`src/rtl/gpio_pkg.sv`:
```
package gpio_pkg;
  localparam int ADDR_W = 9;
  localparam int DATA_W = 32;
  localparam int NBANK  = 2;

  localparam logic [ADDR_W-1:0] OFS_DAT1 = 9'h000;
  localparam logic [ADDR_W-1:0] OFS_DIR1 = 9'h004;
  localparam logic [ADDR_W-1:0] OFS_DAT2 = 9'h008;
  localparam logic [ADDR_W-1:0] OFS_DIR2 = 9'h00C;
  localparam logic [ADDR_W-1:0] OFS_MSTR = 9'h11C;
  localparam logic [ADDR_W-1:0] OFS_STAT = 9'h120;
  localparam logic [ADDR_W-1:0] OFS_MASK = 9'h128;

  localparam int MSTR_BIT = 31;

  typedef enum logic [2:0] {
    SEL_NONE, SEL_DAT1, SEL_DIR1, SEL_DAT2, SEL_DIR2, SEL_MSTR, SEL_STAT, SEL_MASK
  } reg_sel_e;

  function automatic reg_sel_e decode_addr(input logic [ADDR_W-1:0] a);
    case (a)
      OFS_DAT1: return SEL_DAT1;
      OFS_DIR1: return SEL_DIR1;
      OFS_DAT2: return SEL_DAT2;
      OFS_DIR2: return SEL_DIR2;
      OFS_MSTR: return SEL_MSTR;
      OFS_STAT: return SEL_STAT;
      OFS_MASK: return SEL_MASK;
      default:  return SEL_NONE;
    endcase
  endfunction
endpackage

```
`src/rtl/gpio_sync.sv`:
```
module gpio_sync #(
  parameter int W = 32
) (
  input  logic         clk,
  input  logic         rst_n,
  input  logic [W-1:0] async_in,
  output logic [W-1:0] sync_out
);
  logic [W-1:0] stage1_q, stage2_q;

  always_ff @(posedge clk) begin
    if (!rst_n) begin
      stage1_q <= '0;
      stage2_q <= '0;
    end else begin
      stage1_q <= async_in;
      stage2_q <= stage1_q;
    end
  end

  assign sync_out = stage2_q;
endmodule

```
`src/rtl/gpio_bank.sv`:
```
module gpio_bank import gpio_pkg::*; #(
  parameter int          W        = 32,
  parameter logic [31:0] LATCH_RST = 32'h0,
  parameter logic [31:0] DIR_RST   = 32'hFFFF_FFFF
) (
  input  logic              clk,
  input  logic              rst_n,
  input  logic              wr_latch,
  input  logic              wr_dir,
  input  logic [W-1:0]      wdata,
  input  logic [W-1:0]      pad_in,
  output logic [W-1:0]      pad_out,
  output logic [W-1:0]      pad_oe,
  output logic [DATA_W-1:0] rd_pins,
  output logic [DATA_W-1:0] rd_dir,
  output logic              moved
);
  logic [W-1:0] latch_q, dir_q, pins_s, prev_q;

  gpio_sync #(.W(W)) u_sync (
    .clk     (clk),
    .rst_n   (rst_n),
    .async_in(pad_in),
    .sync_out(pins_s)
  );

  always_ff @(posedge clk) begin
    if (!rst_n) begin
      latch_q <= LATCH_RST[W-1:0];
      dir_q   <= DIR_RST[W-1:0];
      prev_q  <= '0;
    end else begin
      if (wr_latch) latch_q <= wdata;
      if (wr_dir)   dir_q   <= wdata;
      prev_q <= pins_s;
    end
  end

  assign pad_out = latch_q;
  assign pad_oe  = ~dir_q;
  assign moved   = |(pins_s ^ prev_q);
  assign rd_pins = DATA_W'(pins_s);
  assign rd_dir  = DATA_W'(dir_q);
endmodule

```
`src/rtl/gpio_irq_ctl.sv`:
```
module gpio_irq_ctl import gpio_pkg::*; #(
  parameter bit DUAL = 1'b1
) (
  input  logic             clk,
  input  logic             rst_n,
  input  logic [NBANK-1:0] moved,
  input  logic             wr_mstr,
  input  logic             wr_stat,
  input  logic             wr_mask,
  input  logic [DATA_W-1:0] wdata,
  output logic             mstr_en,
  output logic [NBANK-1:0] stat,
  output logic [NBANK-1:0] mask,
  output logic             irq
);
  localparam logic [NBANK-1:0] LIVE = DUAL ? 2'b11 : 2'b01;

  logic [NBANK-1:0] clr;

  assign clr = wr_stat ? wdata[NBANK-1:0] : '0;

  always_ff @(posedge clk) begin
    if (!rst_n) begin
      mstr_en <= 1'b0;
      stat    <= '0;
      mask    <= '0;
    end else begin
      if (wr_mstr) mstr_en <= wdata[MSTR_BIT];
      if (wr_mask) mask    <= wdata[NBANK-1:0] & LIVE;
      stat <= ((stat & ~clr) | moved) & LIVE;
    end
  end

  assign irq = mstr_en & |(stat & mask);
endmodule

```
`src/rtl/gpio_dual_top.sv`:
```
module gpio_dual_top import gpio_pkg::*; #(
  parameter int unsigned W1         = 32,
  parameter int unsigned W2         = 32,
  parameter bit          DUAL       = 1'b1,
  parameter logic [31:0] LATCH1_RST = 32'h0,
  parameter logic [31:0] DIR1_RST   = 32'hFFFF_FFFF,
  parameter logic [31:0] LATCH2_RST = 32'h0,
  parameter logic [31:0] DIR2_RST   = 32'hFFFF_FFFF
) (
  input  logic              clk,
  input  logic              rst_n,
  input  logic              req_valid,
  output logic              req_ready,
  input  logic              req_write,
  input  logic [ADDR_W-1:0] req_addr,
  input  logic [DATA_W-1:0] req_wdata,
  output logic              rsp_valid,
  output logic [DATA_W-1:0] rsp_rdata,
  input  logic [W1-1:0]     ch1_in,
  output logic [W1-1:0]     ch1_out,
  output logic [W1-1:0]     ch1_oe,
  input  logic [W2-1:0]     ch2_in,
  output logic [W2-1:0]     ch2_out,
  output logic [W2-1:0]     ch2_oe,
  output logic              irq
);
  reg_sel_e         sel;
  logic             take, wr, rd;
  logic [NBANK-1:0] moved, stat_q, mask_q;
  logic             mstr_q;
  logic [DATA_W-1:0] pins1, dir1, pins2, dir2, rd_mux;

  assign req_ready = 1'b1;
  assign take = req_valid & req_ready;
  assign wr   = take & req_write;
  assign rd   = take & ~req_write;
  assign sel  = decode_addr(req_addr);

  gpio_bank #(.W(W1), .LATCH_RST(LATCH1_RST), .DIR_RST(DIR1_RST)) u_bank1 (
    .clk     (clk),
    .rst_n   (rst_n),
    .wr_latch(wr && sel == SEL_DAT1),
    .wr_dir  (wr && sel == SEL_DIR1),
    .wdata   (req_wdata[W1-1:0]),
    .pad_in  (ch1_in),
    .pad_out (ch1_out),
    .pad_oe  (ch1_oe),
    .rd_pins (pins1),
    .rd_dir  (dir1),
    .moved   (moved[0])
  );

  generate
    if (DUAL) begin : g_bank2
      gpio_bank #(.W(W2), .LATCH_RST(LATCH2_RST), .DIR_RST(DIR2_RST)) u_bank2 (
        .clk     (clk),
        .rst_n   (rst_n),
        .wr_latch(wr && sel == SEL_DAT2),
        .wr_dir  (wr && sel == SEL_DIR2),
        .wdata   (req_wdata[W2-1:0]),
        .pad_in  (ch2_in),
        .pad_out (ch2_out),
        .pad_oe  (ch2_oe),
        .rd_pins (pins2),
        .rd_dir  (dir2),
        .moved   (moved[1])
      );
    end else begin : g_no_bank2
      assign ch2_out  = '0;
      assign ch2_oe   = '0;
      assign pins2    = '0;
      assign dir2     = '0;
      assign moved[1] = 1'b0;
    end
  endgenerate

  gpio_irq_ctl #(.DUAL(DUAL)) u_irq (
    .clk    (clk),
    .rst_n  (rst_n),
    .moved  (moved),
    .wr_mstr(wr && sel == SEL_MSTR),
    .wr_stat(wr && sel == SEL_STAT),
    .wr_mask(wr && sel == SEL_MASK),
    .wdata  (req_wdata),
    .mstr_en(mstr_q),
    .stat   (stat_q),
    .mask   (mask_q),
    .irq    (irq)
  );

  always_comb begin
    case (sel)
      SEL_DAT1: rd_mux = pins1;
      SEL_DIR1: rd_mux = dir1;
      SEL_DAT2: rd_mux = pins2;
      SEL_DIR2: rd_mux = dir2;
      SEL_MSTR: rd_mux = {mstr_q, {(DATA_W-1){1'b0}}};
      SEL_STAT: rd_mux = DATA_W'(stat_q);
      SEL_MASK: rd_mux = DATA_W'(mask_q);
      default:  rd_mux = '0;
    endcase
  end

  always_ff @(posedge clk) begin
    if (!rst_n) begin
      rsp_valid <= 1'b0;
      rsp_rdata <= '0;
    end else begin
      rsp_valid <= rd;
      rsp_rdata <= rd ? rd_mux : '0;
    end
  end
endmodule

```
`config.mk`:
```
export PLATFORM = sky130hd
export DESIGN_NAME = gpio_dual_top
export DESIGN_NICKNAME = d
export VERILOG_FILES = /design/src/rtl/gpio_pkg.sv /design/src/rtl/gpio_sync.sv /design/src/rtl/gpio_bank.sv /design/src/rtl/gpio_irq_ctl.sv /design/src/rtl/gpio_dual_top.sv
export SDC_FILE = /design/constraint.sdc
export NUM_CORES = 1
export LEC_CHECK = 0
export BUFFER_PORTS_ARGS = -buffer_cell sky130_fd_sc_hd__buf_4
export CAP_MARGIN = 40
export CELL_PAD_IN_SITES_DETAIL_PLACEMENT = 0
export CELL_PAD_IN_SITES_GLOBAL_PLACEMENT = 2
export CORE_MARGIN = 1
export CORE_UTILIZATION = 38
export CTS_BUF_LIST = sky130_fd_sc_hd__clkbuf_8
export CTS_CLUSTER_DIAMETER = 80
export DETAILED_ROUTE_END_ITERATION = 6
export MAX_ROUTING_LAYER = met4
export PLACE_DENSITY = 0.91
export SLEW_MARGIN = 20
export SYNTH_ARGS = -nofsm -noshare
export SYNTH_HDL_FRONTEND = slang
export SYNTH_SLANG_ARGS = --single-unit
```
`constraint.sdc`:
```
create_clock -name clk -period 4.9 [get_ports clk]
set_clock_uncertainty 0.05 [all_clocks]
set_input_delay 0.49 -clock clk [delete_from_list [all_inputs] [get_ports clk]]
set_output_delay 0.49 -clock clk [all_outputs]
set_load 0.05 [all_outputs]
```
==> results of run 1 <==
Yosys cell counts, drive strengths merged (2+ instances only):
| library cell | number | area share, % |
|---|---|---|
| or3b | 3 | 0.20 |
| nor2 | 6 | 0.17 |
| and2 | 192 | 9.2 |
| o21ai | 130 | 5.0 |
| mux4 | 29 | 5.0 |
| clkbuf | 83 | 2.4 |
| nand2 | 4 | 0.12 |
| a211o | 2 | 0.13 |
| nand3 | 200 | 7.7 |
| inv | 67 | 1.9 |
| dfxtp | 358 | 55 |
| buf | 22 | 1.2 |
| mux2i | 3 | 0.23 |
| nand4 | 20 | 0.96 |
| xnor2 | 64 | 4.3 |
| a21oi | 67 | 2.6 |
| and3 | 29 | 1.4 |
| nor4 | 7 | 0.50 |
| clkinv | 2 | 0.058 |
| a31o | 2 | 0.13 |
| a31oi | 4 | 0.19 |
| nor3 | 9 | 0.38 |
placed cells by master (no fill, tap or decap), types with 2 or more instances in the layout:
cell	instances
inv_1	78
and3_1	29
o21ai_0	130
or3b_2	2
buf_4	283
a31o_2	2
clkinv_2	8
a21oi_1	67
mux2i_1	3
nand4_1	20
nor3_1	8
nand2_1	4
nor4_4	2
a211o_1	2
nor4_1	5
buf_16	3
nand3_1	200
a31oi_1	4
mux4_2	29
clkbuf_8	87
nor2_1	5
dlygate4sd3_1	3
buf_6	2
xnor2_1	64
dfxtp_1	358
and2_1	192
final cells by class:
cell class	count	area (um^2)
fillers	3185	16900
flip-flops and latches	358	7170
multi-input cells	786	5140
repair buffers	293	2270
clock buffers	87	1200
well taps	448	561
inverters	69	262
clock inverters	22	116
routing by layer:
layer  GRT usage, %  share of wire, %  vias to the layer above
met1           30.4                44                     4986
met4           6.59               2.3                        0
met5              -                 0                        -
met3           3.85               6.2                       71
li1               -                 -                     4964
met2           37.4                47                      426
power by group:
| part | internal (uW) | total, uW | switching [uW] |
|---|---|---|---|
| clock network | 1570 | 2780 | 1210 |
| logic | 160 | 338 | 178 |
| registers | 2980 | 3020 | 43.4 |
| total | 4710 | 6140 | 1430 |
sequential cells by signal, summed over array words and instances, names as in the netlist:
register	cells
u_bank1.pad_out	32
u_irq.mask	2
rsp_valid	1
g_bank2.u_bank2.u_sync.stage1_q	32
u_bank1.prev_q	32
u_bank1.rd_dir	32
g_bank2.u_bank2.pad_out	32
g_bank2.u_bank2.prev_q	32
u_bank1.u_sync.stage1_q	32
rsp_rdata	32
g_bank2.u_bank2.u_sync.sync_out	32
g_bank2.u_bank2.rd_dir	32
u_irq.mstr_en	1
u_irq.stat	2
u_bank1.u_sync.sync_out	32
worst reg2reg max path, cell delays in order (launching register included):
cell and delay [ns]:
dfxtp_1 0.35, xnor2_1 0.34, nand4_1 0.13, nor4_1 0.50, a31oi_1 0.13
per-stage QoR:
step                      std cells  cell area (um^2)  setup slack, ns  hold WS (ns)  utilization (%)
after floorplan                1318             13000             2.96         0.362                -
after global placement         1945             15300             1.95         0.367             45.4
after detailed placement       1949             15300             2.18         0.369             45.6
after CTS                      2060             16700             2.81      0.000519             49.6
after global routing           2063             16700             2.67       0.00203             49.7
final                          2063             16700             2.74        0.0333             49.7
worst max-delay path by stage:
stage / startpoint / to / slack (ns) / cells past startpoint
4_1_cts: req_addr[2] / rsp_rdata[0] / 2.81 / 7
3_3_place_gp: req_addr[7] / u_bank1.pad_out[22] / 1.95 / 6
2_1_floorplan: req_addr[7] / u_bank1.pad_out[10] / 2.96 / 6
6_report: req_addr[2] / g_bank2.u_bank2.rd_dir[10] / 2.74 / 7
3_5_place_dp: req_addr[2] / g_bank2.u_bank2.rd_dir[10] / 2.18 / 7
5_1_grt: req_addr[2] / rsp_rdata[1] / 2.67 / 7
kinds of logic after synthesis:
family | Yosys count
multiplexers | 33
AND/OR/NAND/NOR | 478
buffers and inverters | 174
flip-flops | 358
other | 1
XOR/XNOR | 64
AO/OA/AOI/OAI | 210
==> run summary, run 1 <==
Status - finished, final reports clean
Via/cell ratio - 5.06
Mean post-synth cell area - 9.87 um^2
GPL Wtd Cong - 0.867
Fin Setup TNS - 0 ns
Clock sink count - 358
Initial antenna violation count - 1
Pin count of the biggest net entering global routing - 109
RR Startpoint - g_bank2.u_bank2.u_sync.sync_out[3]
Async SR Flop Fraction - 0%
Final ANT Viol Nets - 0
Fin. max-slew vios - 0
Synthesized instance count - 1,318
DRT Pass-1 Iters - 5
Synth cell types - 44
EDFF count, synth - 0
HP Start - ch1_in[5]
Hold buffers post-CTS - 2
Register bit total from synthesis - 358
Hold endpoint - u_bank1.u_sync.stage1_q[5]
Mux cell area share after synthesis - 5.34%
Layout cells sized above 1 - 26.6%
R2r worst-path depth - 4
Worst Hold Depth - 2
Worst Max-Slew Pin Slew - 0.785 ns
Overflow after GRT - 0
Arrival @ worst endpoint - 2.66 ns
Synth Area in XOR/XNOR - 4.31%
Drt wl/cell - 19.5 um
Synth Net Count - 1,427
Drt initial violations - 738
CTS Buffer Depth - 3
# DRC - 0
R2r setup slk - 3.25 ns
CTS tree - done
Synthesized area - 13,000 um^2
N_diodes - 0
H-tree Lvls - 2
Crit Reg-Reg Endpoint - u_irq.stat[1]
Gr usage total - 23.3%
CP startpoint kind - primary input
Worst skew pair latency - 0.62 ns
Area Growth Syn to Fin - 28.4%
Layout Nets - 1,676
DRT Wirelength - 40.3 mm
Setup Buffers After CTS - 0
Tcrit/Tclk final - 44.1%
MaxCap Viol Count - 0
Largest family of logic cells by synthesized area - simple AND/OR/NAND/NOR gates
CTS Buf Count - 59
Vias in the first global route - 10,300
Port Buffer Count - 270
P per Cell Area - 367 nW/um^2
Vert. Die Dim - 187 um
Data required, critical path - 5.40 ns
Die area - 35,000 um^2
Sequential area share after synthesis - 55.1%
Worst hold path type - primary input to flop
Hpwl dp - 27.8 mm
Critical path cell sequence - buf_4 > inv_2 > buf_16 > nor3_4 > buf_4 > nand3_1 > nand3_1
CP Class - primary input to flop
# IOs - 272
Tmin final - 2.16 ns
Die X - 187 um
Yosys warns - 0
CORE AREA - 33,600 um^2
Root buffer cell - clkbuf_8
Complex-gate fraction of the synthesized area - 8.36%
Final hold vios - 0
Slew margin rel. - 47.7%
First-pass GRT wire length - 61.3 mm
Clock transition at the registers of the reported paths - 0.06 ns
Starting Density - 38.7%
Post-cts sizing count - 0
Adder-Cell Fraction of Synth Area - 0%
Post-Synth Simple-Gate Area - 21.3%
Crit path max-delay family - buffers and inverters
Power, Total - 6140 uW
VDD IR max - 0.182 mV
RSZ-0062 raised after global routing - no
FMAX - 463 MHz
Crit-path max FO - 57
Delay of the slowest critical-path stage - 0.48 ns
Via count - 10,400
CP max-delay cell - buf_4
Pleak - 0.00725 uW
FP Rows - 67
Final setup viols - 0
Worst path bufs/invs - 4
Crit path capture type - flop
Top FF cell, synth - dfxtp_1
Power figures use the tool's default switching activity.
==> inputs of run 2 (changes only) <==
Settings changed: CORE_UTILIZATION 38 to 31, PLACE_DENSITY 0.91 to 0.8.
Clock period 4.9 ns to 1.9 ns, I/O delays scaled along.
==> run 2 against run 1 <==
Effect of this change: the flow now finishes with violations (design-rule violations); critical path depth fell by 4; wire length rose by 10%; power rose to 2.7 times the previous value; combinational power rose to 3.3 times the previous value; register-to-register slack got worse by 3.1 ns; first-iteration DRC count rose by 11%; sequential share of layout area fell by 3.5 points; clock power rose to 2.7 times the previous value; non-clock buffer count rose by 127; sequential power rose to 2.6 times the previous value; final cell count rose by 10%; flip-flop and latch count did not move; critical endpoint is now irq; highest routed layer unchanged.
==> run summary, run 2 (synthesis gave the netlist of run 1 again) <==
Final setup viols - 0 (unchanged)
CTS tree - done (unchanged)
DRT Pass-1 Iters - 7 (was 5)
Tcrit/Tclk final - 92.8%
Pin count of the biggest net entering global routing - 203 (was 109)
Clock sink count - 358 (unchanged)
CTS Buf Count - 66 (was 59)
MaxCap Viol Count - 0 (unchanged)
Fin Setup TNS - 0 ns (unchanged)
Final hold vios - 0 (unchanged)
Fin. max-slew vios - 0 (unchanged)
Power share of the sequential group - 47.8% (was 49.2%)
Worst Max-Slew Pin Slew - 0.687 ns (was 0.785 ns)
H-tree Lvls - 3 (was 2)
GPL Wtd Cong - 0.910 (was 0.867)
# IOs - 272 (unchanged)
Port Buffer Count - 270 (unchanged)
CORE AREA - 41,100 um^2 (was 33,600 um^2)
CP startpoint kind - flop (was primary input)
Combinational power share - 6.9% (was 5.5%)
Sw Share - 23.9% (was 23.3%)
Initial antenna violation count - 0 (was 1)
Vias in the first global route - 10,900 (was 10,300)
Worst skew pair latency - 0.59 ns (was 0.62 ns)
R2r setup slk - 0.20 ns (was 3.25 ns)
Tmin final - 1.76 ns
Data required, critical path - 1.66 ns (was 5.40 ns)
Vert. Die Dim - 207 um (was 187 um)
Power share of the clock group - 45.3% (about the same)
Setup Buffers After CTS - 0 (unchanged)
DRT Wirelength - 44.5 mm (was 40.3 mm)
NetSw - 3890 uW (was 1430 uW)
Via count - 11,100 (was 10,400)
CTS Buffer Depth - 3 (unchanged)
CP Class - flop to primary output (was primary input to flop)
Hpwl dp - 30.3 mm (was 27.8 mm)
Arrival @ worst endpoint - 1.52 ns (was 2.66 ns)
Status - finished with violations (was finished, final reports clean)
Final ANT Viol Nets - 0 (unchanged)
RSZ-0062 raised after global routing - no (unchanged)
Gr usage total - 21.3% (was 23.3%)
FMAX - 567 MHz
Final Non-Filler Cells - 2,278 (was 2,063)
Placed Instances - 2,058 (was 1,949)
Die area - 42,800 um^2 (was 35,000 um^2)
Area Growth Syn to Fin - 39.7% (was 28.4%)
Layout cells sized above 1 - 25.9% (was 26.6%)
Worst hold path type - primary input to flop (unchanged)
# DRC - 2 (was 0)
Clock transition at the registers of the reported paths - 0.06 ns (about the same)
Layout Nets - 1,810 (was 1,676)
P per Cell Area - 896 nW/um^2 (was 367 nW/um^2)
Drt initial violations - 819 (was 738)
Fillcell total - 4,034 (was 3,185)
Most frequent cells in the layout - 358 x dfxtp_1, 297 x buf_4, 200 x nand3_1 (was 358 x dfxtp_1, 283 x buf_4, 200 x nand3_1)
Pleak - 0.00786 uW (was 0.00725 uW)
Overflow after GRT - 0 (unchanged)
Commonest non-fill, non-tap cell in the layout - dfxtp_1 (unchanged)
N_diodes - 0 (unchanged)
Failing checks - design-rule violations
Starting Density - 31.7% (was 38.7%)
Power, Total - 16,300 uW (was 6140 uW)
Die X - 207 um (was 187 um)
Slew margin rel. - 54.2% (was 47.7%)
Via/cell ratio - 4.85 (was 5.06)
Pint - 12,400 uW (was 4710 uW)
FP Rows - 74 (was 67)
WHS - 0.0705 ns (was 0.0333 ns)
First-pass GRT wire length - 65.9 mm (was 61.3 mm)
Drt wl/cell - 19.5 um (about the same)
Root buffer cell - clkbuf_8 (unchanged)
VDD IR max - 0.570 mV (was 0.182 mV)
Crit path capture type - primary output (was flop)
Crit-path max FO - 3 (was 57)
run 2: area by class of cell:
cell class                 count  area, um^2  area share (%)
clock buffer                  81        1110            6.13
clock inverter                32         209            1.15
inverter                      69         259            1.43
multi-input combinational    786        5150            28.3
sequential                   358        7170            39.4
tap                          532         666            3.66
timing repair buffer         420        3610            19.9
run 2: power groups by stage:
stage	clock network, uW	registers (uW)	logic (uW)
final	7370	7790	1120
after CTS	7620	7790	1130
after global routing	7960	7800	1210
after global placement	0	7950	944
after detailed placement	0	7950	948
after floorplan	0	7900	491
run 2: metrics by stage:
stage	cell area (um^2)	utilization, %	setup slack (ns)
6_report	18200	44.2	0.137
3_5_place_dp	15800	38.4	0.0569
2_1_floorplan	13000	-	0.258
3_3_place_gp	15800	38.4	0.0788
4_1_cts	18200	44.2	0.0681
5_1_grt	18200	44.2	0.0590
run 2: worst max-delay path, stage by stage, from the launching register on:
cell and delay (ns):
dfxtp_1 0.34, a22oi_1 0.29, nor2b_1 0.11, buf_4 0.21
run 2: what timing repair did:
item / in CTS / in global routing
hold buffers: 107 / 0
hold endpoints to repair: 200 / 0
endpoints found under the setup margin: 0 / 1
gates resized for setup: 0 / 1
run 2: path summary, 6_finish.rpt:
kind	start	endpoint	depth (start not counted)
worst max register to register	u_bank1.prev_q[4]	u_irq.stat[0]	5
worst max-delay path	u_irq.mask[0]	irq	3
worst min register to register	g_bank2.u_bank2.u_sync.stage1_q[3]	g_bank2.u_bank2.u_sync.sync_out[3]	1
worst min-delay path	req_addr[1]	rsp_rdata[0]	4
run 2: routing by layer:
layer / part of all wire (%) / vias up / GRT usage (%)
met5: 0 / - / -
met1: 43 / 5319 / 27.2
met2: 48 / 424 / 33.8
met3: 6.2 / 83 / 3.94
met4: 2.6 / 0 / 7.14
li1: - / 5232 / -
==> inputs of run 3 (changes only) <==
Settings changed: CORE_UTILIZATION 31 to 30, PLACE_DENSITY 0.8 to 0.78, SETUP_SLACK_MARGIN set to 0.5.
==> run 3 against run 2 <==
Effect of this change: the flow now finishes without violations; critical path depth unchanged; flip-flop and latch count unchanged; clock power rose by 2%; critical endpoint unchanged; highest routed layer unchanged.
==> run summary, run 3 (synthesis gave the netlist of run 1 again) <==
Clock sink count - 358 (unchanged)
Via/cell ratio - 4.75 (was 4.85)
Power share of the clock group - 45.6% (was 45.3%)
Layout cells sized above 1 - 46.3% (was 25.9%)
Drt wl/cell - 19.8 um (was 19.5 um)
Worst path bufs/invs - 1 (unchanged)
Port Buffer Count - 270 (unchanged)
Post-layout util - 49.0% (was 44.2%)
Most frequent cells in the layout - 220 x buf_4, 192 x and2_1, 182 x nand3_1 (was 358 x dfxtp_1, 297 x buf_4, 200 x nand3_1)
Worst Max-Slew Pin Slew - 0.612 ns (was 0.687 ns)
Final setup viols - 0 (unchanged)
# DRC - 0 (was 2)
Placed Instances - 2,116 (was 2,058)
Cell Area, Placed - 16,000 um^2 (was 15,800 um^2)
MaxCap Viol Count - 0 (unchanged)
Pleak - 0.00848 uW (was 0.00786 uW)
FP Rows - 75 (was 74)
NetSw - 3920 uW (was 3890 uW)
# IOs - 272 (unchanged)
Root buffer cell - clkbuf_8 (unchanged)
Worst skew pair latency - 0.66 ns (was 0.59 ns)
Gr usage total - 22.1% (was 21.3%)
Fin Setup TNS - 0 ns (unchanged)
Met3 usage - 3.43% (was 3.94%)
RR Startpoint - g_bank2.u_bank2.u_sync.sync_out[25] (was u_bank1.prev_q[4])
Hpwl dp - 31.6 mm (was 30.3 mm)
Final ANT Viol Nets - 0 (unchanged)
Final instance area - 20,700 um^2 (was 18,200 um^2)
Tcrit/Tclk final - 86.2% (was 92.8%)
Worst setup path start - u_irq.stat[0] (was u_irq.mask[0])
Final Non-Filler Cells - 2,406 (was 2,278)
HP Start - req_addr[2] (was req_addr[1])
CTS Buffer Depth - 3 (unchanged)
Combinational power share - 7.3% (was 6.9%)
Vert. Die Dim - 210 um (was 207 um)
Die X - 210 um (was 207 um)
Power, Total - 16,500 uW (was 16,300 uW)
Fillcell total - 3,965 (was 4,034)
Starting Density - 30.7% (was 31.7%)
GPL Wtd Cong - 0.937 (was 0.910)
DRT Wirelength - 47.6 mm (was 44.5 mm)
CTS Buf Count - 61 (was 66)
Critical path cell sequence - a22oi_2 > nor2b_2 > buf_6 (was a22oi_1 > nor2b_1 > buf_4)
Crit path capture type - primary output (unchanged)
CP startpoint kind - flop (unchanged)
R2r worst-path depth - 4 (was 5)
VDD IR max - 0.470 mV (was 0.570 mV)
Met2 Usage GRT - 36.1% (was 33.8%)
Slew margin rel. - 59.2% (was 54.2%)
First-pass GRT wire length - 71.1 mm (was 65.9 mm)
H-tree Lvls - 2 (was 3)
Sw Share - 23.8% (was 23.9%)
Worst hold path type - primary input to flop (unchanged)
Final hold vios - 0 (unchanged)
Tmin final - 1.64 ns (was 1.76 ns)
Initial antenna violation count - 2 (was 0)
Delay of the slowest critical-path stage - 0.35 ns (was 0.34 ns)
Die area - 44,200 um^2 (was 42,800 um^2)
N_diodes - 0 (unchanged)
Pin count of the biggest net entering global routing - 107 (was 203)
CP Class - flop to primary output (unchanged)
CORE AREA - 42,300 um^2 (was 41,100 um^2)
Met1 Usage GRT - 27.6% (was 27.2%)
Status - finished, final reports clean (was finished with violations)
FMAX - 611 MHz (was 567 MHz)
Data required, critical path - 1.66 ns (about the same)
Area Growth Syn to Fin - 59.2% (was 39.7%)
Crit-path max FO - 2 (was 3)
Critical Path Stages - 3 (unchanged)
Crit path max-delay family - flip-flops (unchanged)
RSZ-0062 raised after global routing - yes (was no)
Clock transition at the registers of the reported paths - 0.06 ns (about the same)
CP max-delay cell - dfxtp_2 (was dfxtp_1)
Pint - 12,600 uW (was 12,400 uW)
CTS tree - done (unchanged)
Commonest non-fill, non-tap cell in the layout - buf_4 (was dfxtp_1)
Drt initial violations - 667 (was 819)
Fin. max-slew vios - 0 (unchanged)
Worst Hold Depth - 5 (was 4)
Via count - 11,400 (was 11,100)
GR peak layer - met2 (unchanged)
P per Cell Area - 796 nW/um^2 (was 896 nW/um^2)
Overflow after GRT - 0 (unchanged)
Power share of the sequential group - 47.1% (was 47.8%)
Arrival @ worst endpoint - 1.40 ns (was 1.52 ns)
DRT Pass-1 Iters - 5 (was 7)
Vias in the first global route - 11,600 (was 10,900)
Layout Nets - 1,887 (was 1,810)
run 3: cell type report:
cell class | count | area [um^2] | share of cell area [%]
flip-flops and latches | 358 | 7480 | 36.1
multi-input cells | 786 | 5510 | 26.6
repair buffers | 502 | 5360 | 25.8
clock buffers | 83 | 1140 | 5.51
well taps | 577 | 722 | 3.48
inverters | 69 | 292 | 1.41
clock inverters | 31 | 216 | 1.04
run 3: per-layer routing:
| metal | routed length, um | up-vias | share of wire, % |
|---|---|---|---|
| met2 | 23100 | 439 | 48 |
| met3 | 2810 | 94 | 5.9 |
| met1 | 20300 | 5501 | 43 |
| met5 | 0 | - | 0 |
| li1 | - | 5391 | - |
| met4 | 1400 | 0 | 2.9 |
run 3: what timing repair did:
action	4_1_cts	5_1_grt
endpoints found under the hold margin	203	0
cloned	0	1
resized for setup	589	61
pin swaps	15	20
setup endpoints to repair	164	296
buffers inserted	59	11
hold buffers	105	0
run 3: worst register-to-register path: stages, from the launching register on:
cell and delay, ns:
dfxtp_1 0.34, xnor2_2 0.28, nand4_1 0.19, nor4_4 0.29, a31oi_1 0.11
run 3: metrics by stage:
step	setup slack (ns)	hold slack, ns
after floorplan	0.263	0.267
after global placement	0.116	0.350
after detailed placement	0.112	0.350
after CTS	0.231	-0.00895
after global routing	0.225	0.0606
final	0.263	0.0491
run 3: path summary, 6_finish.rpt:
path,endpoint,slack (ns)
min reg2reg,g_bank2.u_bank2.u_sync.sync_out[8],0.38
max,irq,0.26
min,rsp_rdata[0],0.05
max reg2reg,u_irq.stat[1],0.51
run 3: power by group through the flow:
| stage | Combinational, uW | Sequential (uW) | Clock, uW |
|---|---|---|---|
| 6_report | 1200 | 7760 | 7530 |
| 5_1_grt | 1290 | 7770 | 8070 |
| 4_1_cts | 1190 | 7770 | 7710 |
| 3_5_place_dp | 975 | 7950 | 0 |
| 3_3_place_gp | 969 | 7950 | 0 |
| 2_1_floorplan | 505 | 7900 | 0 |
